[config.mk]
export PLATFORM = sky130hd
export DESIGN_NAME = adc_start_ctl
export DESIGN_NICKNAME = d
export VERILOG_FILES = /design/src/rtl/adc_start_pkg.sv /design/src/rtl/adc_trig_edge.sv /design/src/rtl/adc_conv_stub.sv /design/src/rtl/adc_result_bank.sv /design/src/rtl/adc_start_ctl.sv
export SDC_FILE = /design/constraint.sdc
export NUM_CORES = 1
export LEC_CHECK = 0
export BUFFER_PORTS_ARGS = -buffer_cell sky130_fd_sc_hd__buf_4
export CAP_MARGIN = 20
export CORE_ASPECT_RATIO = 1.75
export CORE_UTILIZATION = 35
export CTS_BUF_LIST = sky130_fd_sc_hd__clkbuf_8
export DETAILED_ROUTE_END_ITERATION = 10
export PLACE_DENSITY_LB_ADDON = 0.1
export SYNTH_ARGS = -nofsm -noshare
export SYNTH_HDL_FRONTEND = slang
export SYNTH_SLANG_ARGS = --single-unit
[constraint.sdc]
create_clock -name clk -period 1.7 [get_ports clk]
set_input_delay 0.085 -clock clk [delete_from_list [all_inputs] [get_ports clk]]
set_output_delay 0.085 -clock clk [all_outputs]
set_load 0.1 [all_outputs]
[src/rtl/adc_start_pkg.sv]
// Package: shared start-code encoding and control-word field positions.
// Assumes: hardware trigger k is reached by start code k+2.
package adc_start_pkg;

    localparam int START_LSB    = 24;
    localparam int EDGE_BIT     = 27;
    localparam int BURST_BIT    = 16;
    localparam int NUM_HW_TRIG  = 6;
    localparam int HW_CODE_BASE = 2;

    typedef enum logic [2:0] {
        START_NONE = 3'd0,
        START_NOW  = 3'd1,
        START_PIN0 = 3'd2,
        START_PIN1 = 3'd3,
        START_TMR0 = 3'd4,
        START_TMR1 = 3'd5,
        START_TMR2 = 3'd6,
        START_TMR3 = 3'd7
    } start_code_e;

    // Map a hardware start code onto its trigger line index.
    function automatic logic [2:0] trig_index(input logic [2:0] code);
        return code - 3'(HW_CODE_BASE);
    endfunction

endpackage

[src/rtl/adc_trig_edge.sv]
// Module: adc_trig_edge
// Synchronises each asynchronous trigger line through two flops and
// detects the edge whose polarity fall_sel_i selects.
// Assumes: trigger lines sit low while reset is released, so that the
// synchroniser reset value does not fake an edge.
module adc_trig_edge #(
    parameter int N = 6
) (
    input  logic         clk,
    input  logic         rst_n,
    input  logic [N-1:0] trig_i,
    input  logic         fall_sel_i,
    output logic [N-1:0] edge_o
);

    for (genvar g = 0; g < N; g++) begin : g_line
        logic s1_q, s2_q, s3_q;

        // Two-stage synchroniser plus history flop for edge detection.
        always_ff @(posedge clk) begin
            if (!rst_n) begin
                s1_q <= 1'b0;
                s2_q <= 1'b0;
                s3_q <= 1'b0;
            end else begin
                s1_q <= trig_i[g];
                s2_q <= s1_q;
                s3_q <= s2_q;
            end
        end

        assign edge_o[g] = fall_sel_i ? (s3_q & ~s2_q) : (s2_q & ~s3_q);
    end

endmodule

[src/rtl/adc_conv_stub.sv]
// Module: adc_conv_stub
// Behavioural stand-in for the analog converter: it samples ana_i and the
// channel at the start pulse and presents them LAT cycles later with a
// one-cycle valid.
// Assumes: LAT >= 1 and no start arrives while busy_o is high.
module adc_conv_stub #(
    parameter int LAT   = 11,
    parameter int RES_W = 10,
    parameter int CH_W  = 3
) (
    input  logic             clk,
    input  logic             rst_n,
    input  logic             start_i,
    input  logic [CH_W-1:0]  chan_i,
    input  logic [RES_W-1:0] ana_i,
    output logic             busy_o,
    output logic             res_vld_o,
    output logic [RES_W-1:0] res_data_o,
    output logic [CH_W-1:0]  res_chan_o
);

    localparam int CNT_W = $clog2(LAT + 1);

    logic [CNT_W-1:0] cnt_q;
    logic [RES_W-1:0] data_q;
    logic [CH_W-1:0]  chan_q;
    logic             vld_q;

    // Latency counter and sample capture.
    always_ff @(posedge clk) begin
        if (!rst_n) begin
            cnt_q  <= '0;
            data_q <= '0;
            chan_q <= '0;
        end else if (start_i) begin
            cnt_q  <= CNT_W'(LAT);
            data_q <= ana_i;
            chan_q <= chan_i;
        end else if (cnt_q != '0) begin
            cnt_q <= cnt_q - CNT_W'(1);
        end
    end

    // One-cycle valid when the counter expires.
    always_ff @(posedge clk) begin
        if (!rst_n) vld_q <= 1'b0;
        else        vld_q <= (cnt_q == CNT_W'(1));
    end

    assign busy_o     = (cnt_q != '0) | vld_q;
    assign res_vld_o  = vld_q;
    assign res_data_o = data_q;
    assign res_chan_o = chan_q;

endmodule

[src/rtl/adc_result_bank.sv]
// Module: adc_result_bank
// Holds the global result register and one register per channel, each
// with a done flag (cleared by its read strobe) and an overrun flag (set
// when a result replaces an unread one).
// Assumes: a read and a write in the same cycle count as the read first.
module adc_result_bank #(
    parameter int NCH   = 8,
    parameter int RES_W = 10,
    parameter int CH_W  = $clog2(NCH)
) (
    input  logic             clk,
    input  logic             rst_n,
    input  logic             wr_i,
    input  logic [CH_W-1:0]  wr_chan_i,
    input  logic [RES_W-1:0] wr_data_i,
    input  logic             rd_glb_i,
    input  logic             rd_chan_i,
    input  logic [CH_W-1:0]  rd_sel_i,
    output logic [RES_W-1:0] glb_data_o,
    output logic [CH_W-1:0]  glb_chan_o,
    output logic             glb_done_o,
    output logic             glb_ovr_o,
    output logic [RES_W-1:0] ch_data_o,
    output logic             ch_done_o,
    output logic             ch_ovr_o
);

    logic [RES_W-1:0] glb_data_q;
    logic [CH_W-1:0]  glb_chan_q;
    logic             glb_done_q, glb_ovr_q;

    logic [RES_W-1:0] ch_data_q [NCH];
    logic [NCH-1:0]   ch_done_q;
    logic [NCH-1:0]   ch_ovr_q;

    // Global register: capture, read-clear, overrun tracking.
    always_ff @(posedge clk) begin
        if (!rst_n) begin
            glb_data_q <= '0;
            glb_chan_q <= '0;
            glb_done_q <= 1'b0;
            glb_ovr_q  <= 1'b0;
        end else if (wr_i) begin
            glb_data_q <= wr_data_i;
            glb_chan_q <= wr_chan_i;
            glb_done_q <= 1'b1;
            glb_ovr_q  <= glb_done_q & ~rd_glb_i;
        end else if (rd_glb_i) begin
            glb_done_q <= 1'b0;
            glb_ovr_q  <= 1'b0;
        end
    end

    for (genvar g = 0; g < NCH; g++) begin : g_chan
        logic wr_hit, rd_hit;
        assign wr_hit = wr_i && (wr_chan_i == CH_W'(g));
        assign rd_hit = rd_chan_i && (rd_sel_i == CH_W'(g));

        // Per-channel register with the same capture and clear rules.
        always_ff @(posedge clk) begin
            if (!rst_n) begin
                ch_data_q[g] <= '0;
                ch_done_q[g] <= 1'b0;
                ch_ovr_q[g]  <= 1'b0;
            end else if (wr_hit) begin
                ch_data_q[g] <= wr_data_i;
                ch_done_q[g] <= 1'b1;
                ch_ovr_q[g]  <= ch_done_q[g] & ~rd_hit;
            end else if (rd_hit) begin
                ch_done_q[g] <= 1'b0;
                ch_ovr_q[g]  <= 1'b0;
            end
        end
    end

    assign glb_data_o = glb_data_q;
    assign glb_chan_o = glb_chan_q;
    assign glb_done_o = glb_done_q;
    assign glb_ovr_o  = glb_ovr_q;
    assign ch_data_o  = ch_data_q[rd_sel_i];
    assign ch_done_o  = ch_done_q[rd_sel_i];
    assign ch_ovr_o   = ch_ovr_q[rd_sel_i];

endmodule

[src/rtl/adc_start_ctl.sv]
// Module: adc_start_ctl (top)
// Holds the control word and chooses, from the start code, between an
// immediate start and an edge on one of six synchronised trigger lines.
// It issues a one-cycle start pulse, runs the converter model and stores
// results in the global and per-channel registers.
// Assumes: NCH >= 2; burst only blocks starts, it does not scan.
module adc_start_ctl #(
    parameter int NCH   = 8,
    parameter int RES_W = 10,
    parameter int LAT   = 11,
    parameter int CH_W  = $clog2(NCH)
) (
    input  logic             clk,
    input  logic             rst_n,
    input  logic             ctl_wr_i,
    input  logic [31:0]      ctl_wdata_i,
    input  logic [5:0]       trig_i,
    input  logic [RES_W-1:0] ana_i,
    input  logic             rd_glb_i,
    input  logic             rd_chan_i,
    input  logic [CH_W-1:0]  rd_sel_i,
    output logic             conv_start_o,
    output logic             busy_o,
    output logic [2:0]       start_mode_o,
    output logic [RES_W-1:0] glb_data_o,
    output logic [CH_W-1:0]  glb_chan_o,
    output logic             glb_done_o,
    output logic             glb_ovr_o,
    output logic [RES_W-1:0] ch_data_o,
    output logic             ch_done_o,
    output logic             ch_ovr_o
);
    import adc_start_pkg::*;

    logic [2:0]       mode_q;
    logic             fall_q;
    logic             burst_q;
    logic [CH_W-1:0]  chan_q;
    logic [CH_W-1:0]  start_chan_q;
    logic             conv_start_q;
    logic [NUM_HW_TRIG-1:0] edge_w;
    logic             hw_hit;
    logic             fire;
    logic             stub_busy;
    logic             busy_w;
    logic             res_vld_w;
    logic [RES_W-1:0] res_data_w;
    logic [CH_W-1:0]  res_chan_w;
    logic             ctl_unused;

    assign ctl_unused = ^{ctl_wdata_i[31:28], ctl_wdata_i[23:17],
                          ctl_wdata_i[15:CH_W]};

    adc_trig_edge #(.N(NUM_HW_TRIG)) u_edge (
        .clk        (clk),
        .rst_n      (rst_n),
        .trig_i     (trig_i),
        .fall_sel_i (fall_q),
        .edge_o     (edge_w)
    );

    // Pick the edge of the trigger line the start code addresses.
    always_comb begin
        hw_hit = 1'b0;
        if (mode_q >= 3'(HW_CODE_BASE)) hw_hit = edge_w[trig_index(mode_q)];
    end

    assign busy_w = conv_start_q | stub_busy;
    assign fire   = !burst_q && !busy_w &&
                    ((mode_q == START_NOW) || hw_hit);

    // Control word register; code 1 clears itself once it fires.
    always_ff @(posedge clk) begin
        if (!rst_n) begin
            mode_q  <= START_NONE;
            fall_q  <= 1'b0;
            burst_q <= 1'b0;
            chan_q  <= '0;
        end else if (ctl_wr_i) begin
            mode_q  <= ctl_wdata_i[START_LSB +: 3];
            fall_q  <= ctl_wdata_i[EDGE_BIT];
            burst_q <= ctl_wdata_i[BURST_BIT];
            chan_q  <= ctl_wdata_i[CH_W-1:0];
        end else if (fire && mode_q == START_NOW) begin
            mode_q <= START_NONE;
        end
    end

    // Start pulse register and the channel that goes with it.
    always_ff @(posedge clk) begin
        if (!rst_n) begin
            conv_start_q <= 1'b0;
            start_chan_q <= '0;
        end else begin
            conv_start_q <= fire;
            if (fire) start_chan_q <= chan_q;
        end
    end

    adc_conv_stub #(.LAT(LAT), .RES_W(RES_W), .CH_W(CH_W)) u_conv (
        .clk        (clk),
        .rst_n      (rst_n),
        .start_i    (conv_start_q),
        .chan_i     (start_chan_q),
        .ana_i      (ana_i),
        .busy_o     (stub_busy),
        .res_vld_o  (res_vld_w),
        .res_data_o (res_data_w),
        .res_chan_o (res_chan_w)
    );

    adc_result_bank #(.NCH(NCH), .RES_W(RES_W), .CH_W(CH_W)) u_bank (
        .clk        (clk),
        .rst_n      (rst_n),
        .wr_i       (res_vld_w),
        .wr_chan_i  (res_chan_w),
        .wr_data_i  (res_data_w),
        .rd_glb_i   (rd_glb_i),
        .rd_chan_i  (rd_chan_i),
        .rd_sel_i   (rd_sel_i),
        .glb_data_o (glb_data_o),
        .glb_chan_o (glb_chan_o),
        .glb_done_o (glb_done_o),
        .glb_ovr_o  (glb_ovr_o),
        .ch_data_o  (ch_data_o),
        .ch_done_o  (ch_done_o),
        .ch_ovr_o   (ch_ovr_o)
    );

    assign conv_start_o = conv_start_q;
    assign busy_o       = busy_w;
    assign start_mode_o = mode_q;

endmodule

==> impl_metrics.toml, run 1 <==
[power]
power_leakage_nw = 3.55
ir_worst_vdd_mv = 0.689
pwr_density_cell_nw_per_um2 = 947
p_total_w = 0.00830

[routing]
drt-initial-drc-count = 158
drc_errors = 0
drt-pass1-iter-count = 4
wl_mm = 16.3
post_drt_via_cell_ratio = 4.87
num_vias = 4428
routedWlPerCell_um = 17.9
ant_nets = 0

[worst_hold_path]
hold_path_class = "input port to flop"
hold_end = "u_bank.ch_ovr_q[5]$_SDFFE_PN0P_"
holdPathStages = 4
hp-start = "rd_sel_i[2]"

[layout]
final_cell_count_no_fill = 909
antenna_cells = 0
regArea_um2 = 4010
multiInputGateArea_um2 = 2640
syn_to_final_growth_pct = 31.6
fin_util_pct = 47.2
drive_gt1_share_pct = 28.8
nets = 715
fillers = 1726

[synth]
synth_cell_types = 38
syn-instance-count = 533
syn-num-nets = 590
synth_common_cells = "edfxtp_1, dfxtp_1, and2_1, nor2_1, mux2i_1"
synth_top_cell_by_area = "edfxtp_1"
synth_warnings = 0
avgSynthCellArea_um2 = 12.5
yosysMostFrequentCell = "edfxtp_1"
ys_ff_latch = 159
async_reset_ff_share_pct = 0
yosysTopAreaCellShare_pct = 36.1
synth_edf_count = 80
ys_seq_area_share_pct = 59.8
yosys_most_used_dff = "edfxtp_1"
synth.cell_area_um2 = 6660
synthTopCellsByArea = "edfxtp_1, dfxtp_1, mux4_2, mux2i_1, and2_1"

[global_route]
grt_pass1_wl_mm = 25.3
grt_overflow = 0
grt_max_degree = 56
antenna_found_initial = 0
grt_pass1_vias = 4691
grt.total_usage_pct = 17.8

[floorplan]
initial_core_util_pct = 35.8
num_rows = 66
die_width_um = 106
die-area_um2 = 19600
core_um2 = 18600
ios = 88
die_h_um = 184

[clock_network]
clockRootBuffer = "clkbuf_8"
cts_max_level = 4
cts_buffer_depth = 2
cts_inserted_buffers = 17
cts_tree = "done"
path_clk_slew_ps = 80
clkSinkCount = 159
clk_latency_ps = 450

[place]
hpwlAfterDp_mm = 11.4
io_buffers = 63
place_ws_ps = -133
dp_cells = 843
place_congestion = 0.769

[setup_path]
crit_type = "flop to output pin"
critPathRequiredTime_ps = 1620
cp_max_fo = 1
r2r-end = "start_chan_q[0]$_SDFFE_PN0P_"
worstPathArrival_ps = 1840
r2r_start = "start_mode_o[2]$_SDFFE_PN0P_"
ff2ff_path_depth = 4
worstSetupStartpointType = "flop"
r2r_slack_ps = 0
end_kind = "output pin"

[job]
drv_cap = 0

[outcome]
violations = "setup timing"
status = "finished with violations"

[timing]
relSlewSlack_pct = 66.0
setup_viol = 13
tightest_slew_ps = 510
min_period_ps = 1930
rsz0062_at_grt = "yes"
fin_skew_ps = 12.9
max_clock_freq_mhz = 519
hold_viol = 0
min_period_over_period_pct = 113
finalWorstSetupSlack_ps = -226
drv_slew = 0
==> power breakdown <==
part	total [W]	internal [W]	leakage (nW)	switching (W)
sequential	0.00419	0.00412	1.47	0.0000665
clock	0.00298	0.00160	0.219	0.00139
combinational	0.00113	0.000496	1.86	0.000634
==> worst max-delay path, stage by stage, from the launching register on <==
cell	delay, ps
edfxtp_1	390
mux4_2	520
mux2_4	320
buf_12	170
==> cells by family after synthesis <==
logic type                 Yosys count  synth area share, %
buffers and inverters               39                 2.29
muxes                               81                 16.9
DFF                                159                 59.8
and+or+nand+nor                    228                 18.3
AOI/OAI and AO/OA                   25                 2.48
adders and majority gates            1                0.188
==> state kept, by name, indices dropped and copies added (netlist names) <==
| signal | flops |
|---|---|
| u_bank.ch_ovr_q | 8 |
| start_chan_q | 3 |
| u_edge.g_line.s3_q | 6 |
| u_bank.glb_done_o | 1 |
| u_bank.glb_chan_o | 3 |
| u_bank.ch_data_q | 80 |
| start_mode_o | 3 |
| fall_q | 1 |
| u_bank.glb_data_o | 10 |
| u_edge.g_line.s2_q | 6 |
| u_edge.g_line.s1_q | 6 |
| u_conv.res_vld_o | 1 |
| chan_q | 3 |
| u_bank.glb_ovr_o | 1 |
| conv_start_o | 1 |
| u_conv.cnt_q | 4 |
| burst_q | 1 |
| u_bank.ch_done_q | 8 |
| u_conv.res_data_o | 10 |
| u_conv.res_chan_o | 3 |
==> repair_timing <==
item | CTS | global route
setup endpoints to repair | 36 | 16
buffers inserted | 1 | 0
hold buffers | 33 | 0
gates resized for setup | 56 | 3
pin swaps | 7 | 0
endpoints found under the hold margin | 28 | 0
==> worst max path at each step <==
stage,to,startpoint,depth (start not counted)
after floorplan,start_chan_q[0]$_SDFFE_PN0P_,start_mode_o[0]$_SDFFE_PN0P_,4
after global placement,start_chan_q[1]$_SDFFE_PN0P_,fall_q$_SDFFE_PN0P_,5
after detailed placement,start_chan_q[0]$_SDFFE_PN0P_,fall_q$_SDFFE_PN0P_,5
after CTS,ch_data_o[8],u_bank.ch_data_q[7][8]$_SDFFCE_PN0P_,3
after global routing,ch_data_o[8],u_bank.ch_data_q[7][8]$_SDFFCE_PN0P_,3
final,ch_data_o[1],u_bank.ch_data_q[0][1]$_SDFFCE_PN0P_,3
==> placed cells by master, fill, tap and decap left out, drive strengths merged, types with 2 or more instances in the layout <==
| cell type | synthesis | final |
|---|---|---|
| a21oi | 15 | 15 |
| a311oi | 2 | 2 |
| and2 | 59 | 59 |
| and3 | 41 | 41 |
| buf | 11 | 107 |
| bufinv | 0 | 4 |
| clkbuf | 23 | 17 |
| clkinv | 1 | 8 |
| dfxtp | 79 | 79 |
| dlygate4sd3 | 0 | 33 |
| edfxtp | 80 | 80 |
| inv | 4 | 7 |
| mux2 | 12 | 12 |
| mux2i | 45 | 45 |
| mux4 | 24 | 24 |
| nand2 | 31 | 31 |
| nand2b | 9 | 9 |
| nand3 | 4 | 4 |
| nand4 | 2 | 2 |
| nand4b | 4 | 4 |
| nor2 | 58 | 58 |
| nor2b | 5 | 5 |
| nor3 | 6 | 6 |
| nor3b | 2 | 2 |
| o2111ai | 2 | 2 |
| or3b | 4 | 4 |
==> routing by layer <==
| metal | GRT usage, % | wire length, um | part of all wire [%] |
|---|---|---|---|
| met1 | 16.5 | 5750 | 35 |
| met2 | 36.1 | 9720 | 60 |
| met3 | 3.43 | 363 | 2.2 |
| met4 | 7.89 | 459 | 2.8 |
| met5 | 0 | 0 | 0 |
==> area by class of cell <==
| type | count | area share, % |
|---|---|---|
| Clock buffer | 17 | 2.67 |
| Sequential cell | 159 | 45.7 |
| Tap cell | 238 | 3.40 |
| Clock inverter | 15 | 2.21 |
| Multi-Input combinational cell | 335 | 30.1 |
| Timing Repair Buffer | 140 | 15.7 |
| Inverter | 5 | 0.214 |
==> stage by stage <==
stage               cell area (um^2)  hold slack, ps  setup TNS (ps)
finish                          8760             166           -2020
global route                    8760             169           -3000
CTS                             8750             130           -2540
detailed placement              7770             262           -1310
global placement                7770             258           -1200
floorplan                       6730             162            -707
Note: power is estimated with default switching activity, not from simulation.
==> run 2: changes to the inputs <==
Settings changed: TNS_END_PERCENT from default to 5.
==> run 2 against run 1 <==
Effect of this change:
- the flow still finishes with violations (setup timing)
- die area is the same
- clock-buffer cell count is the same
- maximum frequency grew 0.92%
- non-clock buffer count shrank 2
- worst hold slack lost 13 ps
- sequential cell count is the same
- critical path depth is the same
- utilization shrank 0.90 points
- sequential share of layout area grew 0.85 points
- global-route usage shrank 0.14 points
- first-iteration DRC count shrank 22%
- critical path type unchanged
- largest cell class unchanged
- highest routed layer unchanged
==> impl_metrics.toml, run 2 (same netlist as run 1, synthesis figures left out) <==
[outcome]
status = "finished with violations"
violations = "setup timing"

[global_route]
antenna_found_initial = 0
grt_max_degree = 83
grt.total_usage_pct = 17.6
grt_overflow = 0
grt_pass1_vias = 4595
grt_pass1_wl_mm = 24.8

[setup_path]
end_kind = "output pin"
worstSetupStartpointType = "flop"
r2r_start = "start_mode_o[1]$_SDFFE_PN0P_"
r2r_slack_ps = -90
worstPathArrival_ps = 1820
critPathRequiredTime_ps = 1620
r2r-end = "start_chan_q[1]$_SDFFE_PN0P_"
cp_max_fo = 1
crit_type = "flop to output pin"
ff2ff_path_depth = 4

[routing]
drt-initial-drc-count = 124
num_vias = 4457
post_drt_via_cell_ratio = 4.91
drt-pass1-iter-count = 4
ant_nets = 0
wl_mm = 16.2
routedWlPerCell_um = 17.9
drc_errors = 0

[floorplan]
die-area_um2 = 19600
num_rows = 66
core_um2 = 18600
ios = 88
initial_core_util_pct = 35.8
die_h_um = 184
die_width_um = 106

[timing]
relSlewSlack_pct = 68.0
rsz0062_at_grt = "yes"
whs_ps = 152
finalWorstSetupSlack_ps = -208
fin_skew_ps = 17.9
max_clock_freq_mhz = 524
min_period_ps = 1910
drv_slew = 0
tightest_slew_ps = 479
hold_viol = 0
setup_viol = 16
min_period_over_period_pct = 112

[power]
internal_power_w = 0.00573
ir_worst_vdd_mv = 0.493
pwr_density_cell_nw_per_um2 = 908
power_leakage_nw = 3.46
pwr-share-clk_pct = 32.4
p_seq_share_pct = 53.7
pwr-share-comb_pct = 14.0
p_sw_share_pct = 26.6
p_sw_w = 0.00207
p_total_w = 0.00780

[worst_hold_path]
hp-start = "rd_sel_i[2]"
hold_path_class = "input port to flop"
holdPathStages = 4
hold_end = "u_bank.ch_ovr_q[5]$_SDFFE_PN0P_"

[job]
drv_cap = 0

[layout]
final_cell_count_no_fill = 907
most-common-layout-cells = "buf_4, edfxtp_1, dfxtp_1"
final_common_cell = "buf_4"
fin_util_pct = 46.3
antenna_cells = 0
syn_to_final_growth_pct = 29.1
nets = 713
largest_reg_flops = 80
largest-register = "u_bank.ch_data_q"
drive_gt1_share_pct = 27.7

[place]
hpwlAfterDp_mm = 11.2
dp_cells = 841
io_buffers = 63
place_congestion = 0.770
place_ws_ps = -148

[clock_network]
clockRootBuffer = "clkbuf_8"
clkSinkCount = 159
clk_latency_ps = 450
path_clk_slew_ps = 70
cts_buffer_depth = 2
cts_tree = "done"
cts_max_level = 4
cts_inserted_buffers = 17
run 2: routing by layer:
metal,global-route usage (%),wire length [um],up-vias
met5,0,0,-
met4,8.94,580,0
met3,3.47,445,20
met2,34.4,9390,88
met1,17.1,5820,2188
li1,-,-,2161
run 2: power groups by stage:
stage | clock network [W] | registers [W] | logic (W)
after floorplan | 0 | 0.00430 | 0.000599
after global placement | 0 | 0.00427 | 0.000962
after detailed placement | 0 | 0.00428 | 0.000969
after CTS | 0.00262 | 0.00419 | 0.00110
after global routing | 0.00279 | 0.00420 | 0.00115
final | 0.00253 | 0.00419 | 0.00109
run 2: repair_timing:
item	4_1_cts	5_1_grt
hold endpoints to repair	28	0
buffers inserted	0	0
hold buffers	34	0
setup endpoints to repair	36	52
pin swaps	5	1
resized for setup	31	3
cloned	0	0
run 2: area by class of cell:
type                            instances  area [um^2]
Clock buffer                           17          234
Clock inverter                         15          124
Fill cell                            1735         9980
Inverter                                5         18.8
Multi-Input combinational cell        335         2590
Sequential cell                       159         4000
Tap cell                              238          298
Timing Repair Buffer                  138         1330
run 2: through the flow:
step / instance area, um^2 / setup TNS [ps]
2_1_floorplan: 6720 / -1500
3_3_place_gp: 7770 / -586
3_5_place_dp: 7770 / -1250
4_1_cts: 8590 / -2960
5_1_grt: 8600 / -3450
6_report: 8600 / -2230
run 2: how the worst max path moves through the flow:
stage,from,to,depth (start not counted)
floorplan,start_mode_o[0]$_SDFFE_PN0P_,start_chan_q[0]$_SDFFE_PN0P_,4
global placement,fall_q$_SDFFE_PN0P_,start_chan_q[2]$_SDFFE_PN0P_,5
detailed placement,fall_q$_SDFFE_PN0P_,start_chan_q[2]$_SDFFE_PN0P_,6
CTS,u_bank.ch_data_q[3][4]$_SDFFCE_PN0P_,ch_data_o[4],3
global route,u_bank.ch_data_q[3][4]$_SDFFCE_PN0P_,ch_data_o[4],3
finish,u_bank.ch_data_q[4][6]$_SDFFCE_PN0P_,ch_data_o[6],3
run 2: critical path, stage by stage, from the launching register on:
cell and delay [ps]:
edfxtp_1 390, mux4_2 530, mux2_4 300, buf_12 170
==> run 3: changes to the inputs <==
Clock period 1.7 ns to 1.78 ns, I/O delays scaled along.
==> run 3 against run 2 <==
Effect of this change:
- the flow still finishes with violations (setup timing)
- critical path depth stayed put
- non-clock buffer count shrank 9
- sequential cell count did not move
- critical path type unchanged
- critical endpoint unchanged
- largest cell class unchanged
==> impl_metrics.toml, run 3 (same netlist as run 1, synthesis figures left out) <==
[power]
pwr-share-comb_pct = 13.1
p_sw_share_pct = 27.5
p_total_w = 0.00766
ir_worst_vdd_mv = 0.471
p_sw_w = 0.00211
p_seq_share_pct = 52.2
pwr-share-clk_pct = 34.7
pwr_density_cell_nw_per_um2 = 903
internal_power_w = 0.00555
power_leakage_nw = 3.42

[timing]
tightest_slew_ps = 729
max_clock_freq_mhz = 524
min_period_over_period_pct = 107
hold_viol = 0
rsz0062_at_grt = "yes"
fin_skew_ps = 14.1
whs_ps = 152
finalWorstSetupSlack_ps = -130
min_period_ps = 1910
drv_slew = 0
setup_viol = 12
relSlewSlack_pct = 51.2

[setup_path]
crit_type = "flop to output pin"
worstPathArrival_ps = 1820
end_kind = "output pin"
cp_max_fo = 1
critPathRequiredTime_ps = 1690
worstSetupStartpointType = "flop"

[layout]
most-common-layout-cells = "buf_4, edfxtp_1, dfxtp_1"
antenna_cells = 0
largest_reg_flops = 80
drive_gt1_share_pct = 27.4
nets = 704
syn_to_final_growth_pct = 27.5
largest-register = "u_bank.ch_data_q"
final_cell_count_no_fill = 898
stdcell_area_um2 = 8490
final_common_cell = "buf_4"

[clock_network]
cts_buffer_depth = 2
path_clk_slew_ps = 90
cts_inserted_buffers = 17
cts_max_level = 4
cts_tree = "done"
clockRootBuffer = "clkbuf_8"
clk_latency_ps = 440
clkSinkCount = 159

[place]
io_buffers = 63
place_congestion = 0.762
dp_cells = 834
hpwlAfterDp_mm = 11.0
dpl_cell_area_um2 = 7650

[outcome]
status = "finished with violations"
violations = "setup timing"

[global_route]
grt.total_usage_pct = 17.3
grt_overflow = 0
antenna_found_initial = 0
grt_pass1_vias = 4506
grt_max_degree = 83
grt_pass1_wl_mm = 24.7

[routing]
drt-pass1-iter-count = 4
wl_mm = 15.9
drc_errors = 0
num_vias = 4382
ant_nets = 0
drt-initial-drc-count = 184
routedWlPerCell_um = 17.7
post_drt_via_cell_ratio = 4.88

[floorplan]
num_rows = 66
initial_core_util_pct = 35.8
die-area_um2 = 19600
core_um2 = 18600
die_h_um = 184
die_width_um = 106
ios = 88

[job]
drv_cap = 0

[worst_hold_path]
hold_path_class = "input port to flop"
## run 3: cell types whose count changed in the layout (fill, tap and decap cells not counted), moves of 3 or more
| cell | before | now |
|---|---|---|
| clkinvlp_4 | 4 | 1 |
| buf_12 | 14 | 9 |
| inv_8 | 0 | 3 |
| inv_6 | 1 | 6 |
## run 3: repair_timing
item                                    in CTS  in global routing
pin swaps                                    3                  0
hold buffers                                32                  0
endpoints found under the setup margin      15                 28
hold endpoints to repair                    27                  0
resized for setup                           23                 10
setup buffers                                0                  0
## run 3: layout make-up
type	count	area, um^2
fill	1741	10100
inverter	5	18.8
clock inverter	14	146
timing repair buffer	129	1190
tap	238	298
multi-input combinational	335	2580
sequential	159	4000
clock buffer	18	248
## run 3: metrics by stage
step | utilization [%] | TNS (ps) | setup slack, ps
floorplan | - | -462 | -107
global placement | 41.2 | -34.2 | -12.7
detailed placement | 41.2 | -76.7 | -36.0
CTS | 45.5 | -1640 | -166
global route | 45.7 | -1910 | -185
finish | 45.7 | -1080 | -130
## run 3: path summary, 6_finish.rpt
check,slack [ps],from,end,cells past startpoint
max reg2reg,40,fall_q$_SDFFE_PN0P_,start_chan_q[0]$_SDFFE_PN0P_,5
max,-130,u_bank.ch_data_q[7][6]$_SDFFCE_PN0P_,ch_data_o[6],3
min reg2reg,440,u_edge.g_line[2].s1_q$_SDFF_PN0_,u_edge.g_line[2].s2_q$_SDFF_PN0_,1
min,150,rd_sel_i[2],u_bank.ch_ovr_q[4]$_SDFFE_PN0P_,4
## run 3: power groups by stage
stage	Combinational, W	Clock (W)	Sequential [W]
after detailed placement	0.000893	0	0.00409
after CTS	0.000997	0.00273	0.00401
final	0.00100	0.00266	0.00400
after floorplan	0.000572	0	0.00410
after global placement	0.000887	0	0.00408
after global routing	0.00106	0.00289	0.00402
## run 3: layer usage
layer / vias up / GRT usage (%) / wire length (um)
li1: 2140 / - / -
met1: 2139 / 17.4 / 5890
met2: 86 / 34.1 / 9260
met3: 17 / 2.83 / 351
met4: 0 / 7.11 / 368
met5: - / 0 / 0
## run 3: critical path, stage by stage (launching register included)
cell      delay [ps]
edfxtp_1         380
mux4_2           530
mux2_4           300
buf_12           170
